===== src/rtl/nap_pkg.sv =====
package nap_pkg;
  typedef enum logic [1:0] {
    BC_PLAIN    = 2'd0,
    BC_COND     = 2'd1,
    BC_JUMP     = 2'd2,
    BC_INDIRECT = 2'd3
  } br_cls_e;
endpackage


===== src/rtl/nap_path_filter.sv =====
module nap_path_filter #(
  parameter int EP_W = 2
) (
  input  logic [EP_W-1:0] pkt_xep,
  input  logic [EP_W-1:0] pkt_dep,
  input  logic [EP_W-1:0] st_xep,
  input  logic [EP_W-1:0] st_dep,
  output logic            live
);
  logic new_exec;
  logic same_dec;

  always_comb begin
    new_exec = (pkt_xep != st_xep);
    same_dec = (pkt_dep == st_dep);
    live     = new_exec | same_dec;
  end
endmodule


===== src/rtl/nap_target_eval.sv =====
module nap_target_eval
  import nap_pkg::*;
#(
  parameter int ADDR_W     = 32,
  parameter int INSN_BYTES = 4
) (
  input  logic [ADDR_W-1:0] pc,
  input  logic [ADDR_W-1:0] guess,
  input  logic [1:0]        cls,
  input  logic [ADDR_W-1:0] static_tgt,
  output logic [ADDR_W-1:0] dec_addr,
  output logic              wrong
);
  localparam logic [ADDR_W-1:0] STEP = ADDR_W'(INSN_BYTES);

  logic [ADDR_W-1:0] seq_addr;
  logic              cond_seq_miss;

  always_comb begin
    seq_addr = pc + STEP;
    unique case (br_cls_e'(cls))
      BC_PLAIN:             dec_addr = seq_addr;
      BC_COND, BC_JUMP:     dec_addr = static_tgt;
      default:              dec_addr = guess;
    endcase
    cond_seq_miss = (br_cls_e'(cls) == BC_COND) && (seq_addr != guess);
    wrong         = (dec_addr != guess) || cond_seq_miss;
  end
endmodule


===== src/rtl/nap_epoch_regs.sv =====
module nap_epoch_regs #(
  parameter int EP_W = 2
) (
  input  logic            clk,
  input  logic            rst_n,
  input  logic            upd_en,
  input  logic [EP_W-1:0] upd_xep,
  input  logic [EP_W-1:0] upd_dep,
  output logic [EP_W-1:0] st_xep,
  output logic [EP_W-1:0] st_dep
);
  logic [EP_W-1:0] xep_nx;
  logic [EP_W-1:0] dep_nx;

  always_comb begin
    xep_nx = st_xep;
    dep_nx = st_dep;
    if (upd_en) begin
      xep_nx = upd_xep;
      dep_nx = upd_dep;
    end
  end

  always_ff @(posedge clk or negedge rst_n) begin
    if (!rst_n) begin
      st_xep <= '0;
      st_dep <= '0;
    end else begin
      st_xep <= xep_nx;
      st_dep <= dep_nx;
    end
  end
endmodule


===== src/rtl/dec_nap_check.sv =====
module dec_nap_check #(
  parameter int ADDR_W     = 32,
  parameter int EP_W       = 2,
  parameter int INFO_W     = 32,
  parameter int INSN_BYTES = 4
) (
  input  logic              clk,
  input  logic              rst_n,
  input  logic              in_valid,
  output logic              in_ready,
  input  logic [ADDR_W-1:0] in_pc,
  input  logic [ADDR_W-1:0] in_pred,
  input  logic [EP_W-1:0]   in_xep,
  input  logic [EP_W-1:0]   in_dep,
  input  logic [1:0]        in_cls,
  input  logic [ADDR_W-1:0] in_tgt,
  input  logic [INFO_W-1:0] in_info,
  output logic              fw_valid,
  input  logic              fw_ready,
  output logic [ADDR_W-1:0] fw_pc,
  output logic [ADDR_W-1:0] fw_pred,
  output logic [EP_W-1:0]   fw_xep,
  output logic [EP_W-1:0]   fw_dep,
  output logic [1:0]        fw_cls,
  output logic [INFO_W-1:0] fw_info,
  output logic              fb_valid,
  input  logic              fb_ready,
  output logic [EP_W-1:0]   fb_xep,
  output logic [EP_W-1:0]   fb_dep,
  output logic [INFO_W-1:0] fb_info,
  output logic [ADDR_W-1:0] fb_addr
);
  localparam logic [EP_W-1:0] EP_ONE = EP_W'(1);

  logic [EP_W-1:0]   st_xep;
  logic [EP_W-1:0]   st_dep;
  logic              live;
  logic              wrong;
  logic [ADDR_W-1:0] dec_addr;
  logic [EP_W-1:0]   fin_xep;
  logic [EP_W-1:0]   fin_dep;
  logic              outs_free;
  logic              take;

  nap_path_filter #(.EP_W(EP_W)) u_filter (
    .pkt_xep (in_xep),
    .pkt_dep (in_dep),
    .st_xep  (st_xep),
    .st_dep  (st_dep),
    .live    (live)
  );

  nap_target_eval #(.ADDR_W(ADDR_W), .INSN_BYTES(INSN_BYTES)) u_eval (
    .pc         (in_pc),
    .guess      (in_pred),
    .cls        (in_cls),
    .static_tgt (in_tgt),
    .dec_addr   (dec_addr),
    .wrong      (wrong)
  );

  always_comb begin
    outs_free = fw_ready && (!wrong || fb_ready);
    in_ready  = !live || outs_free;
    take      = in_valid && in_ready;

    if (live) begin
      fin_xep = in_xep;
      fin_dep = wrong ? (in_dep + EP_ONE) : in_dep;
    end else begin
      fin_xep = st_xep;
      fin_dep = st_dep;
    end

    fw_valid = in_valid && live && outs_free;
    fw_pc    = in_pc;
    fw_pred  = wrong ? dec_addr : in_pred;
    fw_xep   = fin_xep;
    fw_dep   = fin_dep;
    fw_cls   = in_cls;
    fw_info  = in_info;

    fb_valid = in_valid && live && wrong && outs_free;
    fb_xep   = in_xep;
    fb_dep   = fin_dep;
    fb_info  = in_info;
    fb_addr  = dec_addr;
  end

  nap_epoch_regs #(.EP_W(EP_W)) u_epochs (
    .clk     (clk),
    .rst_n   (rst_n),
    .upd_en  (take),
    .upd_xep (fin_xep),
    .upd_dep (fin_dep),
    .st_xep  (st_xep),
    .st_dep  (st_dep)
  );
endmodule


===== config.mk =====
export PLATFORM = sky130hd
export DESIGN_NAME = dec_nap_check
export DESIGN_NICKNAME = d
export VERILOG_FILES = /design/src/rtl/nap_pkg.sv /design/src/rtl/nap_path_filter.sv /design/src/rtl/nap_target_eval.sv /design/src/rtl/nap_epoch_regs.sv /design/src/rtl/dec_nap_check.sv
export SDC_FILE = /design/constraint.sdc
export NUM_CORES = 1
export LEC_CHECK = 0
export BUFFER_PORTS_ARGS = -buffer_cell sky130_fd_sc_hd__buf_2
export CORE_AREA = 5 5 116 118
export DETAILED_ROUTE_END_ITERATION = 6
export DIE_AREA = 0 0 121 123
export GPL_TIMING_DRIVEN = 0
export MAX_ROUTING_LAYER = met4
export PLACE_DENSITY = 0.76
export SETUP_SLACK_MARGIN = 0.1
export SLEW_MARGIN = 25
export SYNTH_ARGS = -nofsm -noshare
export SYNTH_HDL_FRONTEND = slang
export SYNTH_HIERARCHICAL = 1
export SYNTH_SLANG_ARGS = --single-unit

===== constraint.sdc =====
create_clock -name clk -period 5.6 [get_ports clk]
set_input_delay 0.56 -clock clk [delete_from_list [all_inputs] [get_ports clk]]
set_output_delay 0.56 -clock clk [all_outputs]
set_load 0.005 [all_outputs]

==> impl_metrics.json <==
{
  "critical_path_required_ns": 5.04,
  "port_buffers": 264,
  "path_clk_slew_ns": 0.03,
  "initial_core_util": 0.391,
  "clock-sinks": 4,
  "grt_max_degree": 11,
  "yosys.area.top_type_share": 0.162,
  "fin_ws_ns": 0.201,
  "syn-num-nets": 859,
  "htreeDepth": 1,
  "tightest_slew_ns": 0.921,
  "status": "finished clean",
  "async_flop_share": 1.00,
  "synth_warnings": 6,
  "p_per_area_nw_per_um2": 125,
  "first_iter_violations": 650,
  "hold_viol": 0,
  "avgViaCountPerCell": 5.65,
  "drv_cap": 0,
  "static-leakage-power_nw": 3.12,
  "chipHeight_um": 123,
  "dpl.hpwl_mm": 18.8,
  "pre_cts_ws_ns": -0.198,
  "die_area_sq_um": 14900,
  "ys_seq_elements": 4,
  "overflow": 0,
  "syn_inst": 716,
  "path_max_fanout": 10,
  "layout-drive-gt1-share": 0.458,
  "start_kind": "input pin",
  "fin_crit_sh": 0.964,
  "synth_area_leaders": "buf_4 16%, mux2_2 10%, xnor2_1 9.4%, nand2_1 4.5%, a21oi_1 3.9%",
  "fp-row-count": 41,
  "synth_edf_count": 0,
  "rsz0062_at_grt": "false",
  "ys_dominant_reg_cell": "dfrtp_1",
  "critical_path_arrival_ns": 4.84,
  "cts_tree": "yes",
  "core_sq_um": 12400,
  "clockBufferDepth": 2,
  "n_antenna_cell": 0,
  "yosysUniqueCellTypes": 69,
  "synth_top_cell_by_area": "buf_4",
  "fp.dieW_um": 121,
  "io_pins": 312,
  "remaining_drc_errors": 0,
  "r2r_setup_slack_ns": 3.71,
  "relSlewSlack": 0.370,
  "final_max_slew_viol_count": 0,
  "syn2layout_area_growth_pct": 34.4,
  "clock_latency_ns": 0.22,
  "crit_path_end_kind": "primary output",
  "clock-root-buffer": "clkbuf_16",
  "placed_cells": 1152,
  "setup_violations": 0,
  "placed_area_sq_um": 6370,
  "first_pass_iters": 6,
  "post-cts-setup-buffers": 0,
  "vias": 6524,
  "hp-class": "in -> async",
  "antenna_found_initial": 0,
  "final_cells": 1155,
  "gr-usage-all-layers": 0.290,
  "fin_area_sq_um": 6490,
  "ir_drop_mv": 0.0874,
  "fin_setup_tns_ns": 0,
  "cts_buffers": 3,
  "n_fill_cell": 1296,
  "grt_pass1_vias": 6266,
  "postRouteAntennaNets": 0,
  "skew_ns": 0.00184,
  "routedWlPerCell_um": 19.9,
  "wirelength_mm": 23.0,
  "utilization": 0.525,
  "nets": 1128,
  "grt_first_pass_wirelength_mm": 33.4,
  "yosys-top-cells-count": "104 x buf_4, 58 x nand2_1, 52 x xnor2_1",
  "gp_congestion": 0.996,
  "period_needed_ns": 5.40,
  "synth_most_common_cell": "buf_4",
  "worst-setup-path-type": "in -> out",
  "seq_area_frac_synth": 0.0207,
  "netlist_area_sq_um": 4830,
  "reg2reg_depth": 5,
  "syn_area_per_cell_sq_um": 6.74,
  "fmax_mhz": 185
}
[kinds of logic after synthesis]
family,synth area share
XOR/XNOR,0.123
AND/OR/NAND/NOR,0.249
AO/OA/AOI/OAI,0.237
buffers and inverters,0.238
multiplexers,0.122
adder cells (fa/ha/maj),0.0104
flip-flops,0.0207
[worst paths after layout]
kind                                                  end                            from
min                        u_epochs/st_dep[0]$_DFFE_PN0P_                           rst_n
max in group asynchronous  u_epochs/st_xep[1]$_DFFE_PN0P_                           rst_n
max reg2reg                u_epochs/st_xep[0]$_DFFE_PN0P_  u_epochs/st_dep[1]$_DFFE_PN0P_
min in group clk           u_epochs/st_xep[0]$_DFFE_PN0P_  u_epochs/st_xep[0]$_DFFE_PN0P_
min reg2reg                u_epochs/st_xep[0]$_DFFE_PN0P_  u_epochs/st_xep[0]$_DFFE_PN0P_
max                                             fw_dep[0]                       in_cls[1]
[power breakdown]
part,switching (W),internal [W],total [W]
sequential,0.0000129,0.0000444,0.0000573
clock,0.0000199,0.0000912,0.000111
combinational,0.000333,0.000310,0.000643
[sequential cells by signal, summed over array words and instances (netlist names)]
| signal | flops |
|---|---|
| u_epochs/st_dep | 2 |
| u_epochs/st_xep | 2 |
[routing by layer]
metal  routed length (um)  global-route usage
met1                 8790               0.352
met3                 2640              0.0540
met2                10800               0.490
met4                  747              0.0914
met5                    0                   -
[stage by stage]
step	hold WS, ns	power (W)
floorplan	0.264	0.000429
global placement	0.368	0.000681
detailed placement	0.371	0.000688
CTS	0.134	0.000804
global route	0.135	0.000869
finish	0.136	0.000811
[area by class of cell]
type	instances	area [sq um]	share of cell area
tap	172	215	0.0332
clock buffer	3	75.1	0.0116
sequential	4	100	0.0154
inverter	40	150	0.0231
timing repair buffer	264	1320	0.204
multi-input combinational	522	3620	0.558
buffer	150	1010	0.155
[critical path, cell delays in order]
cell and delay [ns]:
buf_2 0.11, inv_1 0.09, ha_1 0.38, clkbuf_1 0.47
clkbuf_1 0.60, and2_1 0.22, a21oi_1 0.12, a311oi_1 0.39
o21ai_0 0.14, o41ai_1 0.55, nand4_1 0.18, buf_6 0.20
buf_6 0.17, xnor2_1 0.13, a21oi_1 0.26, buf_4 0.16
buf_2 0.10
[layout by cell type (no fill, tap or decap), types with 5 or more instances in the layout]
cell type	Yosys	routed
buf_2	10	276
nor2_1	35	35
and4_1	5	5
clkbuf_2	2	6
a31oi_1	6	6
a22oi_1	13	13
o22ai_1	8	8
o21ai_0	32	32
nand4_1	23	23
a221oi_1	6	6
xor2_1	13	13
buf_4	104	104
inv_1	40	40
nor2b_1	9	9
a21boi_0	12	12
clkbuf_1	28	24
a21oi_1	38	38
nand2_1	58	58
nor4_1	13	8
nand2b_1	6	6
nor3_1	16	16
a211oi_1	9	9
nand3_1	29	29
mux2_2	43	43
xnor2_1	52	52
and3_1	5	5
a2111oi_0	5	5
or4_1	5	5
mux2i_1	8	8
[timing repair]
item / in CTS / in global routing
setup endpoints to repair: 32 / 32
gates resized for setup: 3 / 10
hold buffers: 0 / 0
No activity file was read; power rests on OpenSTA's default activity.
